### src/rtl/vt_pkg.sv
package vt_pkg;
  localparam int unsigned POS_W  = 11;
  localparam int unsigned HI_LSB = 16;
  localparam int unsigned WORD_W = 32;
  localparam int unsigned ADDR_W = 3;

  typedef enum logic [ADDR_W-1:0] {
    A_TOTAL   = 3'd0,
    A_BLANK   = 3'd1,
    A_SYNC    = 3'd2,
    A_BLANK_E = 3'd3,
    A_SYNC_E  = 3'd4,
    A_CTRL    = 3'd5
  } reg_addr_e;

  typedef struct packed {
    logic [POS_W-1:0] hi;
    logic [POS_W-1:0] lo;
  } span_t;

  typedef struct packed {
    span_t total;
    span_t blank;
    span_t sync;
    span_t blank_e;
    span_t sync_e;
  } shadow_t;

  typedef struct packed {
    logic [POS_W-1:0] total;
    span_t            blank;
    span_t            sync;
    span_t            blank_e;
    span_t            sync_e;
  } live_t;
endpackage

### src/rtl/vt_regs.sv
module vt_regs
  import vt_pkg::*;
(
  input  logic              clk_i,
  input  logic              rst_ni,
  input  logic              wr_en_i,
  input  logic [ADDR_W-1:0] wr_addr_i,
  input  logic [WORD_W-1:0] wr_data_i,
  input  logic [ADDR_W-1:0] rd_addr_i,
  output logic [WORD_W-1:0] rd_data_o,
  input  logic              bound_i,
  output live_t             live_o,
  output logic              pend_o
);
  localparam int unsigned GAP_LO = HI_LSB - POS_W;
  localparam int unsigned GAP_HI = WORD_W - HI_LSB - POS_W;

  shadow_t shd_q;
  live_t   live_q;
  logic    req_q;
  span_t   wr_span;
  logic    req_wr;
  logic    unused_rsvd;

  assign wr_span     = '{hi: wr_data_i[HI_LSB +: POS_W], lo: wr_data_i[POS_W-1:0]};
  assign req_wr      = wr_en_i && (wr_addr_i == A_CTRL) && wr_data_i[0];
  assign unused_rsvd = ^{wr_data_i[WORD_W-1:HI_LSB+POS_W], wr_data_i[HI_LSB-1:POS_W]};

  // shadow contents are undefined until written
  always_ff @(posedge clk_i) begin
    if (wr_en_i) begin
      case (reg_addr_e'(wr_addr_i))
        A_TOTAL:   shd_q.total   <= wr_span;
        A_BLANK:   shd_q.blank   <= wr_span;
        A_SYNC:    shd_q.sync    <= wr_span;
        A_BLANK_E: shd_q.blank_e <= wr_span;
        A_SYNC_E:  shd_q.sync_e  <= wr_span;
        default:   ;
      endcase
    end
  end

  always_ff @(posedge clk_i or negedge rst_ni) begin
    if (!rst_ni) begin
      live_q <= '0;
      req_q  <= 1'b0;
    end else begin
      if (bound_i && req_q) begin
        live_q <= '{total:   shd_q.total.hi,
                    blank:   shd_q.blank,
                    sync:    shd_q.sync,
                    blank_e: shd_q.blank_e,
                    sync_e:  shd_q.sync_e};
        req_q  <= 1'b0;
      end
      if (req_wr) req_q <= 1'b1;  // a request on the boundary cycle waits for the next one
    end
  end

  function automatic logic [WORD_W-1:0] pack(span_t s);
    return {{GAP_HI{1'b0}}, s.hi, {GAP_LO{1'b0}}, s.lo};
  endfunction

  always_comb begin
    case (reg_addr_e'(rd_addr_i))
      A_TOTAL:   rd_data_o = pack(shd_q.total);
      A_BLANK:   rd_data_o = pack(shd_q.blank);
      A_SYNC:    rd_data_o = pack(shd_q.sync);
      A_BLANK_E: rd_data_o = pack(shd_q.blank_e);
      A_SYNC_E:  rd_data_o = pack(shd_q.sync_e);
      A_CTRL:    rd_data_o = {{(WORD_W-1){1'b0}}, req_q};
      default:   rd_data_o = '0;
    endcase
  end

  assign live_o = live_q;
  assign pend_o = req_q;
endmodule

### src/rtl/vt_counter.sv
module vt_counter #(
  parameter int unsigned POS_W = 11,
  localparam int unsigned CNT_W = POS_W + 1
) (
  input  logic             clk_i,
  input  logic             rst_ni,
  input  logic             eol_i,
  input  logic             mid_i,
  input  logic             ilace_i,
  input  logic [POS_W-1:0] total_i,
  output logic             tick_o,
  output logic             wrap_o,
  output logic [CNT_W-1:0] cnt_o,
  output logic             field_o,
  output logic             frame_start_o
);
  logic [CNT_W-1:0] cnt_q;
  logic             field_q;
  logic             fs_q;

  assign tick_o = eol_i || (ilace_i && mid_i);
  assign wrap_o = tick_o && (cnt_q == {1'b0, total_i});

  always_ff @(posedge clk_i or negedge rst_ni) begin
    if (!rst_ni) begin
      cnt_q   <= '0;
      field_q <= 1'b0;
      fs_q    <= 1'b0;
    end else begin
      fs_q <= 1'b0;
      if (tick_o) cnt_q <= wrap_o ? '0 : cnt_q + 1'b1;
      if (!ilace_i)    field_q <= 1'b0;
      else if (wrap_o) field_q <= ~field_q;
      // frame begins when entering the odd field, or at every wrap when progressive
      if (wrap_o) fs_q <= !ilace_i || field_q;
    end
  end

  assign cnt_o         = cnt_q;
  assign field_o       = field_q;
  assign frame_start_o = fs_q;
endmodule

### src/rtl/vt_pulse.sv
module vt_pulse #(
  parameter int unsigned POS_W = 11,
  localparam int unsigned CNT_W = POS_W + 1
) (
  input  logic             clk_i,
  input  logic             rst_ni,
  input  logic             tick_i,
  input  logic             ilace_i,
  input  logic [CNT_W-1:0] cnt_i,
  input  logic [POS_W-1:0] start_i,
  input  logic [POS_W-1:0] end_i,
  output logic             level_o
);
  logic [CNT_W-1:0] cmp_start, cmp_end;
  logic             lvl_q;

  // half-line units in interlaced mode: line v+1 begins after 2v+2 ticks
  assign cmp_start = ilace_i ? {start_i, 1'b1} : {1'b0, start_i};
  assign cmp_end   = ilace_i ? {end_i, 1'b1}   : {1'b0, end_i};

  always_ff @(posedge clk_i or negedge rst_ni) begin
    if (!rst_ni) lvl_q <= 1'b0;
    else if (tick_i) begin
      if (cnt_i == cmp_end)        lvl_q <= 1'b0;
      else if (cnt_i == cmp_start) lvl_q <= 1'b1;
    end
  end

  assign level_o = lvl_q;
endmodule

### src/rtl/vt_timing.sv
module vt_timing
  import vt_pkg::*;
(
  input  logic              clk_i,
  input  logic              rst_ni,
  input  logic              eol_i,
  input  logic              mid_i,
  input  logic              ilace_i,
  input  logic              wr_en_i,
  input  logic [ADDR_W-1:0] wr_addr_i,
  input  logic [WORD_W-1:0] wr_data_i,
  input  logic [ADDR_W-1:0] rd_addr_i,
  output logic [WORD_W-1:0] rd_data_o,
  output logic              vblank_o,
  output logic              vsync_o,
  output logic              field_o,
  output logic              frame_start_o,
  output logic              upd_pend_o
);
  localparam int unsigned CNT_W = POS_W + 1;
  localparam int unsigned N_SIG = 2;  // 0 blank, 1 sync

  live_t            live;
  logic             tick, wrap, use_even;
  logic [CNT_W-1:0] cnt;
  span_t            sel [N_SIG];
  logic [N_SIG-1:0] lvl;

  vt_regs u_regs (
    .clk_i, .rst_ni, .wr_en_i, .wr_addr_i, .wr_data_i, .rd_addr_i, .rd_data_o,
    .bound_i(wrap), .live_o(live), .pend_o(upd_pend_o)
  );

  vt_counter #(.POS_W(POS_W)) u_cnt (
    .clk_i, .rst_ni, .eol_i, .mid_i, .ilace_i,
    .total_i(live.total), .tick_o(tick), .wrap_o(wrap), .cnt_o(cnt),
    .field_o, .frame_start_o
  );

  assign use_even = ilace_i && field_o;
  assign sel[0]   = use_even ? live.blank_e : live.blank;
  assign sel[1]   = use_even ? live.sync_e  : live.sync;

  for (genvar g = 0; g < N_SIG; g++) begin : g_sig
    vt_pulse #(.POS_W(POS_W)) u_pulse (
      .clk_i, .rst_ni, .tick_i(tick), .ilace_i, .cnt_i(cnt),
      .start_i(sel[g].lo), .end_i(sel[g].hi), .level_o(lvl[g])
    );
  end

  assign vblank_o = lvl[0];
  assign vsync_o  = lvl[1];
endmodule

### config.mk
export PLATFORM = sky130hd
export DESIGN_NAME = vt_timing
export DESIGN_NICKNAME = d
export VERILOG_FILES = /design/src/rtl/vt_pkg.sv /design/src/rtl/vt_regs.sv /design/src/rtl/vt_counter.sv /design/src/rtl/vt_pulse.sv /design/src/rtl/vt_timing.sv
export SDC_FILE = /design/constraint.sdc
export NUM_CORES = 1
export LEC_CHECK = 0
export ABC_AREA = 1
export BUFFER_PORTS_ARGS = -buffer_cell sky130_fd_sc_hd__buf_2
export CORE_UTILIZATION = 50
export CTS_CLUSTER_SIZE = 10
export DETAILED_ROUTE_END_ITERATION = 6
export PLACE_DENSITY = 0.71
export SLEW_MARGIN = 5
export SYNTH_ARGS = -nofsm -noshare
export SYNTH_HDL_FRONTEND = slang
export SYNTH_HIERARCHICAL = 1
export SYNTH_SLANG_ARGS = --single-unit
### constraint.sdc
create_clock -name clk_i -period 5.7 [get_ports clk_i]
set_clock_uncertainty 0.05 [all_clocks]
set_input_delay 1.14 -clock clk_i [delete_from_list [all_inputs] [get_ports clk_i]]
set_output_delay 1.14 -clock clk_i [all_outputs]
set_load 0.02 [all_outputs]
==> results_dict.tcl <==
set metrics [dict create \
    cts_tree "yes" \
    avgViaCountPerCell 5.46 \
    combPwrFrac_pct 13.2 \
    internal_power_mw 2.83 \
    cts_num_sinks 226 \
    placed_cells 1595 \
    clockPowerShare_pct 38.2 \
    grt_pass1_wl_um 44800 \
    grt_max_degree 81 \
    cts_made_buffers 27 \
    grt_pass1_vias 8418 \
    path_max_fanout 46 \
    fin_ws_ns 1.05 \
    rows 54 \
    netlist_top_cells_area "edfxtp_1, dfrtp_1, nand2_1" \
    cts-resized-gates 0 \
    cp.required_ns 4.51 \
    post_cts_buffers 0 \
    clockBufferDepth 3 \
    detailedRoute.firstIterationViolations 657 \
    gp_congestion 0.869 \
    grt_overflow 0 \
    drc_errors 0 \
    cp.arrival_ns 3.46 \
    yosys.cell_types.count 39 \
    swShare_pct 27.7 \
    gr-usage-met2_pct 39.6 \
    worstSetupPathType "input port to output pin" \
    clock_latency_ns 0.52 \
    vias 8977 \
    drt_wl_total_um 28600 \
    synth_top_cell_area_share_pct 28.9 \
    worst_pin_slew_ns 0.926 \
    grt_use_met1_pct 35.1 \
    power_density_mw_per_mm2 312 \
    grt_busiest_layer "met2" \
    synth_area_mm2 0.0114 \
    final-hold-violation-count 0 \
    rsz0062_at_grt "no" \
    end_kind "output pin" \
    initial_core_util_pct 51.7 \
    outcome "finished, final reports clean" \
    synth_top_area_cell "edfxtp_1" \
    hold_class "flip-flop to flip-flop" \
    die_y_um 153 \
    cts.hold.buffers_added 0 \
    start_kind "input port" \
    final_nets 1389 \
    firstDrtPassIters 5 \
    dieArea_mm2 0.0235 \
    p_sw_mw 1.08 \
    place_ws_ns 1.16 \
    num_antenna_cells 0 \
    ys_seq_area_share_pct 54.3 \
    syn_area_per_cell_um2 8.78 \
    drtAntennaViolNets 0 \
    dpl.hpwl_um 18400 \
    grt_usage_pct 24.6 \
    path_clk_slew_ns 0.05 \
    stdcell_count 1644 \
    ys_ff_latch 226 \
    final.min_clock_period_ns 4.65 \
    drv_cap 0 \
    antenna_found_initial 0 \
    seqPwrFrac_pct 48.6 \
    h-tree-depth 1 \
    p_total_mw 3.92 \
    finalSetupTns_ns 0 \
    slew_headroom_pct 38.3 \
    io_buffer_count 60 \
    max_freq_ghz 0.215 \
    peakVddDrop_mv 0.329 \
    r2r_slack_ns 2.67 \
    area_growth_pct 9.73 \
    finalSetupViolCount 0 \
    cts_root_buf "clkbuf_16" \
    synthCells 1302 \
    core_area_mm2 0.0221 \
    p_leak_nw 6.09 \
    die_w_um 153 \
    grt_use_met3_pct 3.03 \
    routedWlPerCell_um 17.4 \
    yosysWarnings 6 \
    report.final.slew_viol_count 0 \
    finalCritPeriodShare_pct 81.5 \
    ioPinCount 81 \
    drive_gt1_share_pct 14.0 \
]
layout by cell type, fill, tap and decap left out, types with 27 or more instances in the layout:
cell	netlist	routed
buf_2	21	58
clkbuf_16	0	27
dfrtp_1	116	115
edfxtp_1	110	110
inv_1	136	136
mux2_2	55	55
nand2_1	412	412
nand3_1	116	116
nor2_1	111	107
o21ai_0	63	63
power by group through the flow:
stage | sequential (mW) | combinational (mW) | clock [mW]
3_3_place_gp | 1.93 | 0.500 | 0
3_5_place_dp | 1.93 | 0.511 | 0
6_report | 1.90 | 0.516 | 1.50
5_1_grt | 1.91 | 0.581 | 1.58
2_1_floorplan | 1.88 | 0.384 | 0
4_1_cts | 1.90 | 0.513 | 1.51
sequential cells by signal, summed over array words and instances, names as in the netlist:
name / count
g_sig.u_pulse/level_o: 2
u_cnt/field_o: 1
u_regs/live_o: 99
u_regs/pend_o: 1
u_cnt/cnt_o: 12
u_cnt/frame_start_o: 1
u_regs/shd_q: 110
final cells by class:
type / instances / area, um^2
well taps: 280 / 350
flip-flops and latches: 226 / 6210
clock inverters: 1 / 8.76
clock buffers: 48 / 754
inverters: 144 / 543
fillers: 1906 / 9550
repair buffers: 71 / 388
multi-input cells: 874 / 4290
through the flow:
stage | hold WS [ns] | utilization, % | cell area [um^2]
floorplan | 0.403 | - | 11500
global placement | 0.415 | 53.3 | 11800
detailed placement | 0.423 | 53.3 | 11800
CTS | 0.437 | 56.8 | 12500
global route | 0.463 | 56.8 | 12500
finish | 0.433 | 56.8 | 12500
worst paths after layout:
kind	cells past startpoint	endpoint	startpoint
worst min-delay path	2	u_regs/live_o[20]	u_regs/live_o[20]
max in group asynchronous	2	u_regs/live_o[96]	rst_ni
worst max-delay path	8	rd_data_o[20]	rd_addr_i[2]
worst max register to register	8	u_regs/live_o[21]	u_cnt/cnt_o[5]
min in group asynchronous	1	u_regs/live_o[68]	rst_ni
worst min register to register	2	u_regs/live_o[20]	u_regs/live_o[20]
critical path: stages:
cell and delay, ns:
buf_2 0.25, inv_2 0.10, buf_4 0.48, nand3_2 0.74, nor2_1 0.33, a21oi_1 0.07, nand2_1 0.15, buf_2 0.18
logic make-up (layout without fill, tap and decap cells):
family | count (synthesis) | count (layout) | share of synthesized area (%)
AND/OR/NAND/NOR | 691 | 691 | 25.6
flip-flops | 226 | 226 | 54.3
buffers and inverters | 211 | 264 | 8.73
AO/OA/AOI/OAI | 108 | 108 | 5.16
multiplexers | 55 | 55 | 5.42
XOR/XNOR | 9 | 9 | 0.690
adder cells (fa/ha/maj) | 1 | 1 | 0.109
other | 1 | 10 | 0.0328
metal layers:
layer / vias to the layer above / share of wire [%]
li1: 4293 / -
met1: 4251 / 43
met2: 377 / 46
met3: 56 / 8.3
met4: 0 / 2.2
met5: - / 0
synth_stat cells, drive strengths merged:
library cell	instances
mux2	55
buf	59
a21oi	16
dfrtp	116
xor2	6
nand3	119
ha	1
edfxtp	110
nor2	117
nor3	8
conb	1
nand2	419
clkbuf	8
nor3b	2
inv	144
o21ai	79
a21boi	2
o2bb2ai	1
or2	3
xnor2	3
o211ai	10
nand4	23
No activity file was read; power rests on OpenSTA's default activity.
